File: config.mk
export PLATFORM = sky130hd
export DESIGN_NAME = pkcmp_unit
export DESIGN_NICKNAME = d
export VERILOG_FILES = /design/src/rtl/pkcmp_pkg.sv /design/src/rtl/pkcmp_lane.sv /design/src/rtl/pkcmp_predicate.sv /design/src/rtl/pkcmp_flagenc.sv /design/src/rtl/pkcmp_unit.sv
export SDC_FILE = /design/constraint.sdc
export NUM_CORES = 1
export LEC_CHECK = 0
export BUFFER_PORTS_ARGS = -buffer_cell sky130_fd_sc_hd__buf_2
export CAP_MARGIN = 20
export CORE_ASPECT_RATIO = 1.25
export CORE_MARGIN = 2
export CORE_UTILIZATION = 60
export DETAILED_ROUTE_END_ITERATION = 16
export PLACE_DENSITY = 0.85
export SETUP_SLACK_MARGIN = 0.2
export SYNTH_ARGS = -nofsm -noshare
export SYNTH_HDL_FRONTEND = slang
export SYNTH_SLANG_ARGS = --single-unit
File: constraint.sdc
create_clock -name clk -period 5.2 [get_ports clk]
set_input_delay 0.52 -clock clk [delete_from_list [all_inputs] [get_ports clk]]
set_output_delay 0.52 -clock clk [all_outputs]
set_load 0.01 [all_outputs]
File: src/rtl/pkcmp_pkg.sv
// Package: shared types for the packed single-precision compare unit.
// Assumes binary32 lane layout (sign 31, exponent 30:23, fraction 22:0).
package pkcmp_pkg;

    localparam int SP_W   = 32;
    localparam int EXP_W  = 8;
    localparam int FRAC_W = 23;
    localparam int FLAG_W = 6;

    // flag vector bit positions
    localparam int FL_CF = 0;
    localparam int FL_PF = 1;
    localparam int FL_ZF = 2;
    localparam int FL_SF = 3;
    localparam int FL_OF = 4;
    localparam int FL_AF = 5;

    typedef enum logic [1:0] {
        MODE_PACKED     = 2'd0,
        MODE_SCALAR     = 2'd1,
        MODE_FLAG_ORD   = 2'd2,
        MODE_FLAG_UNORD = 2'd3
    } cmp_mode_e;

    typedef enum logic [3:0] {
        PR_EQ    = 4'd0,
        PR_LT    = 4'd1,
        PR_LE    = 4'd2,
        PR_GT    = 4'd3,
        PR_GE    = 4'd4,
        PR_UNORD = 4'd5,
        PR_NEQ   = 4'd6,
        PR_NLT   = 4'd7,
        PR_NLE   = 4'd8,
        PR_NGT   = 4'd9,
        PR_NGE   = 4'd10,
        PR_ORD   = 4'd11
    } pred_e;

    // relation of one lane pair; at most one of the three is set
    typedef struct packed {
        logic unord;
        logic eq;
        logic lt;
    } rel_t;

    // true when the value is any NaN
    function automatic logic sp_is_nan(input logic [SP_W-1:0] v);
        return (v[SP_W-2 -: EXP_W] == {EXP_W{1'b1}}) && (v[FRAC_W-1:0] != '0);
    endfunction

    // true for +0 or -0
    function automatic logic sp_is_zero(input logic [SP_W-1:0] v);
        return v[SP_W-2:0] == '0;
    endfunction

endpackage

File: src/rtl/pkcmp_lane.sv
// Module: pkcmp_lane
// Resolves the relation of one binary32 pair (a versus b) into
// unordered / equal / less. Works on raw encodings: signed zeros are
// merged, denormals and infinities fall out of sign-magnitude order.
// Assumes nothing about operand class; purely combinational.
module pkcmp_lane
    import pkcmp_pkg::*;
(
    input  logic [SP_W-1:0] a,
    input  logic [SP_W-1:0] b,
    output rel_t            rel
);

    logic a_nan, b_nan, any_nan;
    logic both_zero, same_val;
    logic a_neg, b_neg;
    logic mag_a_lt_b, mag_b_lt_a;
    logic lt_raw;

    // classify each operand
    always_comb begin
        a_nan     = sp_is_nan(a);
        b_nan     = sp_is_nan(b);
        any_nan   = a_nan | b_nan;
        both_zero = sp_is_zero(a) & sp_is_zero(b);
        same_val  = (a == b) | both_zero;
        a_neg     = a[SP_W-1];
        b_neg     = b[SP_W-1];
    end

    // magnitude comparisons on exponent:fraction
    always_comb begin
        mag_a_lt_b = a[SP_W-2:0] < b[SP_W-2:0];
        mag_b_lt_a = b[SP_W-2:0] < a[SP_W-2:0];
    end

    // sign-magnitude ordering for ordered, distinct values
    always_comb begin
        if (a_neg != b_neg) begin
            lt_raw = a_neg;
        end else if (a_neg) begin
            lt_raw = mag_b_lt_a;
        end else begin
            lt_raw = mag_a_lt_b;
        end
    end

    // final relation record
    always_comb begin
        rel.unord = any_nan;
        rel.eq    = !any_nan & same_val;
        rel.lt    = !any_nan & !same_val & lt_raw;
    end

endmodule

File: src/rtl/pkcmp_predicate.sv
// Module: pkcmp_predicate
// Evaluates one of the twelve compare predicates on a lane relation.
// Negated forms are true on unordered pairs; codes 12..15 are false.
module pkcmp_predicate
    import pkcmp_pkg::*;
(
    input  rel_t  rel,
    input  pred_e pred,
    output logic  hit
);

    logic gt, le, ge;

    // derived ordered relations
    always_comb begin
        gt = !rel.unord & !rel.eq & !rel.lt;
        le = rel.lt | rel.eq;
        ge = gt | rel.eq;
    end

    // predicate selection
    always_comb begin
        case (pred)
            PR_EQ:    hit = rel.eq;
            PR_LT:    hit = rel.lt;
            PR_LE:    hit = le;
            PR_GT:    hit = gt;
            PR_GE:    hit = ge;
            PR_UNORD: hit = rel.unord;
            PR_NEQ:   hit = !rel.eq;
            PR_NLT:   hit = !rel.lt;
            PR_NLE:   hit = !le;
            PR_NGT:   hit = !gt;
            PR_NGE:   hit = !ge;
            PR_ORD:   hit = !rel.unord;
            default:  hit = 1'b0;
        endcase
    end

endmodule

File: src/rtl/pkcmp_flagenc.sv
// Module: pkcmp_flagenc
// Encodes a lane relation into the status-flag vector used by the flag
// compare modes. Only zero, parity and carry can be set.
module pkcmp_flagenc
    import pkcmp_pkg::*;
(
    input  rel_t              rel,
    output logic [FLAG_W-1:0] flags
);

    // build the flag word from the relation
    always_comb begin
        flags        = '0;
        flags[FL_ZF] = rel.unord | rel.eq;
        flags[FL_PF] = rel.unord;
        flags[FL_CF] = rel.unord | rel.lt;
    end

endmodule

File: src/rtl/pkcmp_unit.sv
// Module: pkcmp_unit (top)
// Packed / scalar single-precision compare with mask or flag results.
// Stage 1 registers the request; stage 2 registers the result, so a
// result appears one edge after capture. Accepts a request every cycle.
// Assumes LANES >= 1; lane 0 occupies the low 32 bits of each operand.
module pkcmp_unit
    import pkcmp_pkg::*;
#(
    parameter int LANES = 4
) (
    input  logic                   clk,
    input  logic                   rst_n,
    input  logic                   in_valid,
    input  logic [1:0]             in_mode,
    input  logic [3:0]             in_pred,
    input  logic [LANES*SP_W-1:0]  in_a,
    input  logic [LANES*SP_W-1:0]  in_b,
    output logic                   out_valid,
    output logic [LANES*SP_W-1:0]  out_mask,
    output logic [FLAG_W-1:0]      out_flags
);

    localparam int VW = LANES * SP_W;

    logic            v_q;
    cmp_mode_e       mode_q;
    pred_e           pred_q;
    logic [VW-1:0]   a_q;
    logic [VW-1:0]   b_q;

    rel_t            rel   [LANES];
    logic [LANES-1:0] hit;
    logic [VW-1:0]   packed_mask;
    logic [VW-1:0]   mask_next;
    logic [FLAG_W-1:0] lane0_flags;
    logic [FLAG_W-1:0] flags_next;

    // stage 1: capture the request
    always_ff @(posedge clk) begin
        if (!rst_n) begin
            v_q    <= 1'b0;
            mode_q <= MODE_PACKED;
            pred_q <= PR_EQ;
            a_q    <= '0;
            b_q    <= '0;
        end else begin
            v_q <= in_valid;
            if (in_valid) begin
                mode_q <= cmp_mode_e'(in_mode);
                pred_q <= pred_e'(in_pred);
                a_q    <= in_a;
                b_q    <= in_b;
            end
        end
    end

    // per-lane relation, predicate and mask expansion
    for (genvar gi = 0; gi < LANES; gi++) begin : g_lane
        pkcmp_lane u_lane (
            .a   (a_q[gi*SP_W +: SP_W]),
            .b   (b_q[gi*SP_W +: SP_W]),
            .rel (rel[gi])
        );

        pkcmp_predicate u_pred (
            .rel  (rel[gi]),
            .pred (pred_q),
            .hit  (hit[gi])
        );

        assign packed_mask[gi*SP_W +: SP_W] = {SP_W{hit[gi]}};
    end

    // flag encoding from the lowest lane
    pkcmp_flagenc u_flags (
        .rel   (rel[0]),
        .flags (lane0_flags)
    );

    // select the result word by mode
    always_comb begin
        mask_next  = '0;
        flags_next = '0;
        case (mode_q)
            MODE_PACKED: begin
                mask_next = packed_mask;
            end
            MODE_SCALAR: begin
                mask_next             = a_q;
                mask_next[SP_W-1:0]   = packed_mask[SP_W-1:0];
            end
            MODE_FLAG_ORD, MODE_FLAG_UNORD: begin
                flags_next = lane0_flags;
            end
            default: begin
                mask_next  = '0;
                flags_next = '0;
            end
        endcase
    end

    // stage 2: register the result, hold when idle
    always_ff @(posedge clk) begin
        if (!rst_n) begin
            out_valid <= 1'b0;
            out_mask  <= '0;
            out_flags <= '0;
        end else begin
            out_valid <= v_q;
            if (v_q) begin
                out_mask  <= mask_next;
                out_flags <= flags_next;
            end
        end
    end

endmodule

[Word-level counts from Yosys, hierarchy flattened]
Index checks and enable logic that the tools add are counted.
Operators by class
  $lt $le $gt $ge: 8
  equality and inequality tests: 30
  multiplexer cells: 14
  bitwise gates (word level): 42
  reductions and logical operators: 55
Operators with widths (count)
  $pmux W128 S2: 1
  $logic_not A31 Y1: 8
  $lt A31 B31 Y1: 8
  $reduce_bool A23 Y1: 8
  $eq A32 B32 Y1: 4
  $eq A8 B8 Y1 const B: 8
  $pmux W1 S12: 4
  $logic_not A1 Y1: 28
  $and A1 B1 Y1: 24
  $or A1 B1 Y1: 18
  $eq A4 B3 Y1 const B: 4
  $eq A4 B4 Y1 const B: 4
  $eq A4 B2 Y1 const B: 2
  $logic_and A1 B1 Y1: 8
  $mux W1: 8
  $eq A2 B2 Y1 const B: 2
  $eq A4 B1 Y1 const B: 1
  $logic_not A4 Y1: 1
  $ne A1 B1 Y1: 4
  $mux W3: 1
  $eq A2 B1 Y1 const B: 1
  $logic_not A2 Y1: 1
  $reduce_or A2 Y1: 1
Word-level totals
  flip-flop bits (word level): 398
  bits of input ports: 265
  output and inout port bits: 135
  word-level logic and storage cells: 157

[Longest topological paths before layout]
  depth after elaboration: 12
  gate-level depth with buffers: 13

[Modules after synthesis]
From an unflattened synthesis, not the netlist that was laid out.
Second synthesis, totals
  cell total of the unflattened synthesis: 2030
  area total of the unflattened synthesis: 19130.8 µm²
By module, submodules not included
  pkcmp_unit: times used 1, cells an instance 1363, area an instance 14450.1 µm², sequential area each 7347.0 µm²
  pkcmp_lane: times used 4, cells an instance 146, area an instance 1013.5 µm², sequential area each 0.0 µm²
  pkcmp_predicate: times used 4, cells an instance 19, area an instance 145.1 µm², sequential area each 0.0 µm²
  pkcmp_flagenc: times used 1, cells an instance 7, area an instance 46.3 µm², sequential area each 0.0 µm²

[Worst setup path after synthesis]
No wires, ideal clock.
  path kind: register to register
  start: register b_q[118]
  end: register out_mask[100]
  setup time: 0.146 ns
  arrival: 3.025 ns
  required time: 5.054 ns
  path slack: 2.030 ns
  cell stages (with the launch flop): 14
  path buffers: 1
  clock period less this slack: 3.170 ns
  cell sequence: dfxtp_1 -> inv_1 -> ha_1 -> nand4_1 -> or4_4 -> nor4_4 -> a22oi_2 -> nand2b_1 -> a21oi_1 -> or3b_1 -> mux2i_2 -> o41ai_4 -> buf_6 -> a31oi_2
Between the ends
  word-level cells in the longest chain between the ends: 12
  elaborated cells between the ends (all ways): 27
  those cells by class: order compare: 2; eq/ne: 1; mux: 4; bitwise: 10; reduce/logical: 10
Ends and longest elaborated chain
  start, declared: line pkcmp_unit.sv:29  | logic [VW-1:0] b_q;
  start signal, assigned: line pkcmp_unit.sv:52  | b_q <= in_b;
  parallel branches: the longest is 10 deep, another holds $lt A31 B31 Y1
  $pmux W1 S12 *: line pkcmp_predicate.sv:23  | case (pred)
  $pmux W128 S2 *: line pkcmp_unit.sv:84  | case (mode_q)
  end signal, assigned: line pkcmp_unit.sv:111  | out_mask <= mask_next;
  end, declared: line pkcmp_unit.sv:19  | output logic [LANES*SP_W-1:0] out_mask,
Every way passes the cells marked *.
A chain may end at the register's enable or synchronous reset.

[Worst setup path in the final report]
  start: register b_q[66]
  end: register out_mask[77]
Same word-level chain as after synthesis.

==> summary.md <==
| Metric | Value |
|---|---|
| Crit path kind | `reg2reg` |
| Synthesized instance count | `roughly 2000` |
| Post-CTS setup buffers | `0` |
| Fin Setup TNS | `0 ns` |
| Largest stage delay, worst path | `0.57 ns` |
| Post-placement cell area | `0.02055 mm^2` |
| Path depth of the worst reg2reg path | `13` |
| CTS Root Cell | `clkbuf_16` |
| Gp weighted congestion | `0.9013` |
| Final critical-path required period | `3.626 ns` |
| Highest-count cells in the layout ignoring fill and taps | `buf_2 (394), dfxtp_1 (363), nor2b_1 (270)` |
| Depth of the worst hold-timing path | `3` |
| First-pass GRT wire length | `77.09 mm` |
| Largest net degree at the start of global routing | `257` |
| Hold Crit Start | `in_b[93]` |
| Seq cells post-synth | `364` |
| Leading cell type in the layout, fill and taps excluded | `buf_2` |
| First-pass DRT Iterations | `5` |
| Initial antenna violation count | `12` |
| Hold EP | `b_q[93]` |
| Post-synth EDFFs | `0` |
| Antenna-violating nets left | `0` |
| Pwr dens | `between 300 and 400 mW/mm^2` |
| Fin. Hold Viols | `0` |
| Internal power | `0.005067 W` |
| Leak | `roughly 9.9 nW` |
| CTS buffer count | `37` |
| GRT Overall Usage | `28.77%` |
| Num rows | `72` |
| Fill count | `2301` |
| DRC | `0` |
| Syn Area/Cell | `9.468 um^2` |
| Skew final | `0.02291 ns` |
| Highest Clock Rate | `275.8 MHz` |
| Number of placed I/O pins | `400` |
| Fin crit share | `roughly 70%` |
| Post-CTS sizing | `0` |
| Worst EP arrival | `approximately 4 ns` |
| WL/cell | `17.98 um` |
| Max_cap viols | `0` |
| Core Footprint | `0.03081 mm^2` |
| Starting DRC count in detailed routing | `1103` |
| H-tree Lvls | `2` |
| Vias | `15610` |
| Post-DP HPWL | `roughly 35 mm` |
| Clock Sink Count | `364` |
| Highest routed layer | `met5` |
| Gate power share | `16.2%` |
| Syn Std Cell Area | `0.01868 mm^2` |
| Starting Density | `60.63%` |
| Final #Nets | `2665` |
| Clk pin slew, worst setup/hold paths | `0.07 ns` |
| Syn-to-layout area delta | `16.65%` |
| Die Height | `201.3 um` |
| Clock power frac | `around 39%` |
| Full die area | `0.03257 mm^2` |
| Worst reg2reg path startpoint | `b_q[66]` |
| Grt ovf | `0` |
| Psw | `0.001880 W` |
| Sw frac | `between 20% and 30%` |
| Worst-path cell chain | `inv_1, ha_1, a21oi_1, a21oi_1, o31a_1, o41ai_1, a31o_2, nor2_1, nor4b_1, o211ai_1, o21ai_2, buf_4, a31oi_1` |
| Worst hold path type | `in2reg` |
| Worst R2R Setup Slack | `1.57 ns` |
| Routed vias/inst | `5.746` |
| Vias in the first global route | `around 15000` |
| RSZ-0062 raised after global routing | `no` |
| Max Slew Vio Count | `0` |
| CTS Hold Bufs | `0` |
| Synth cell types | `78` |
| Most frequent CP cell | `a21oi_1` |
| Share of flip-flops with an asynchronous set or reset | `0%` |
| Count of input and output buffers | `roughly 400` |
| Max Fanout on Critical Path | `19` |
| Fin area | `0.02179 mm^2` |
| Peak supply drop | `between 200 and 300 uV` |
| WP data required | `5.60 ns` |
| Relative slew slack | `24.17%` |
| Clock Latency Late Sink | `0.54 ns` |
| Final setup fails | `0` |
| Worst setup EP type | `flop` |
| Ratio of cells with drive above 1 in the final layout | `22.58%` |
| Startpoint Class | `flop` |
| Actual slew at the worst max-slew pin | `1.137 ns` |
| Met1 wire length | `19.42 mm` |
| Sequential cell area fraction in the yosys report | `around 40%` |
| Outcome | `finished, final reports clean` |
| Final Routed Wirelength | `about 50 mm` |
| Reg2Reg Capture Point | `out_mask[77]` |
| Max clock buf depth | `3` |
| Die Width | `approximately 160 um` |
| Top_reg_cell synth | `dfxtp_1` |
| WL met3 | `3.024 mm` |
| Clock tree from TritonCTS | `built` |
| Seq pwr share | `about 45%` |
| Met2 Wirelength | `between 20 and 25 mm` |
| Yosys warning count | `0` |
| Critical-path top delay cell | `o21ai_2` |
[worst max-delay path, delay by kind of cell, from the launching register on]
kind / cells / cell delay (ns)
buffers and inverters: 2 / 0.42
flip-flops: 1 / 0.37
AND/OR/NAND/NOR: 2 / 0.36
adder cells (fa/ha/maj): 1 / 0.31
AO/OA/AOI/OAI: 8 / 2.01
[Yosys cell counts (all sizes together), types with 4 or more instances]
| master | number | area share (%) |
|---|---|---|
| nand3b | 5 | 0.20 |
| and4 | 6 | 0.29 |
| nor2 | 33 | 0.68 |
| dlygate4sd3 | 4 | 0.21 |
| nand2 | 109 | 2.2 |
| nand4 | 48 | 1.7 |
| o31ai | 6 | 0.27 |
| nor3 | 23 | 0.62 |
| clkbuf | 84 | 1.9 |
| nand2b | 9 | 0.30 |
| nor4 | 61 | 2.1 |
| mux2i | 269 | 14 |
| inv | 131 | 2.6 |
| and2 | 7 | 0.23 |
| o21ai | 88 | 2.4 |
| a21o | 24 | 0.96 |
| buf | 59 | 2.1 |
| nand3 | 18 | 0.48 |
| nor2b | 272 | 9.1 |
| ha | 124 | 8.3 |
| o21a | 7 | 0.28 |
| a21oi | 54 | 1.5 |
| a31oi | 74 | 3.5 |
| a221o | 33 | 1.8 |
| dfxtp | 364 | 39 |
| xnor2 | 4 | 0.19 |
| a221oi | 5 | 0.23 |
[registers in the layout, indices dropped and copies added (netlist names)]
register,count
out_flags,3
out_valid,1
pred_q,4
v_q,1
out_mask,97
a_q,128
mode_q,2
b_q,128
[kinds of logic after synthesis]
kind of cell,after synthesis,share of synthesized area (%)
AO/OA/AOI/OAI,327,12.65
XOR/XNOR,5,0.2344
adder cells (fa/ha/maj),124,8.305
buffers and inverters,279,6.825
flip-flops,364,39.01
multiplexers,269,14.43
other,1,0.02007
AND/OR/NAND/NOR,604,18.53
[stage by stage]
stage          hold slack (ns)  instances  power (W)  setup WS, ns  util (%)
2_1_floorplan           0.4631       1975   0.003932         2.030         -
3_3_place_gp            0.4633       2643   0.004251         1.662     66.72
3_5_place_dp            0.4693       2643   0.004302         1.574     66.72
4_1_cts                 0.2269       2704   0.006971         1.538     70.61
5_1_grt                 0.2450       2715   0.007221         1.268     70.71
6_report                0.2387       2717   0.006947         1.574     70.73
[power groups by stage]
stage	clock, W	sequential (W)	combinational, W
after floorplan	0	0.00316	0.000773
after global placement	0	0.00319	0.00106
after detailed placement	0	0.00319	0.00111
after CTS	0.00271	0.00314	0.00112
after global routing	0.00282	0.00316	0.00123
final	0.00269	0.00314	0.00112
[worst max-delay path by stage]
stage | from | slack, ns | to | cells past startpoint
4_1_cts | b_q[66] | 1.54 | out_mask[77] | 13
6_report | b_q[66] | 1.57 | out_mask[77] | 13
3_3_place_gp | b_q[68] | 1.66 | out_mask[64] | 13
2_1_floorplan | b_q[118] | 2.03 | out_mask[100] | 13
5_1_grt | b_q[86] | 1.27 | out_mask[79] | 12
3_5_place_dp | b_q[66] | 1.57 | out_mask[68] | 13
[layer usage]
layer | track usage, % | vias to the layer above
met1 | 33.52 | 7344
met2 | 51.26 | 572
met5 | 0 | -
met4 | 12.61 | 2
met3 | 5.215 | 127
li1 | - | 7566
[cell type report]
class                      count  area (um^2)  area share, %
multi-input combinational   1332        10150          46.56
clock buffer                  52         1072          4.921
sequential                   364         7291          33.46
clock inverter                 9        126.4         0.5799
tap                          407        509.2          2.337
antenna                       12        30.03         0.1378
inverter                     132        495.5          2.274
timing repair buffer         409         2121          9.732
(Power assumes the default switching activity.)
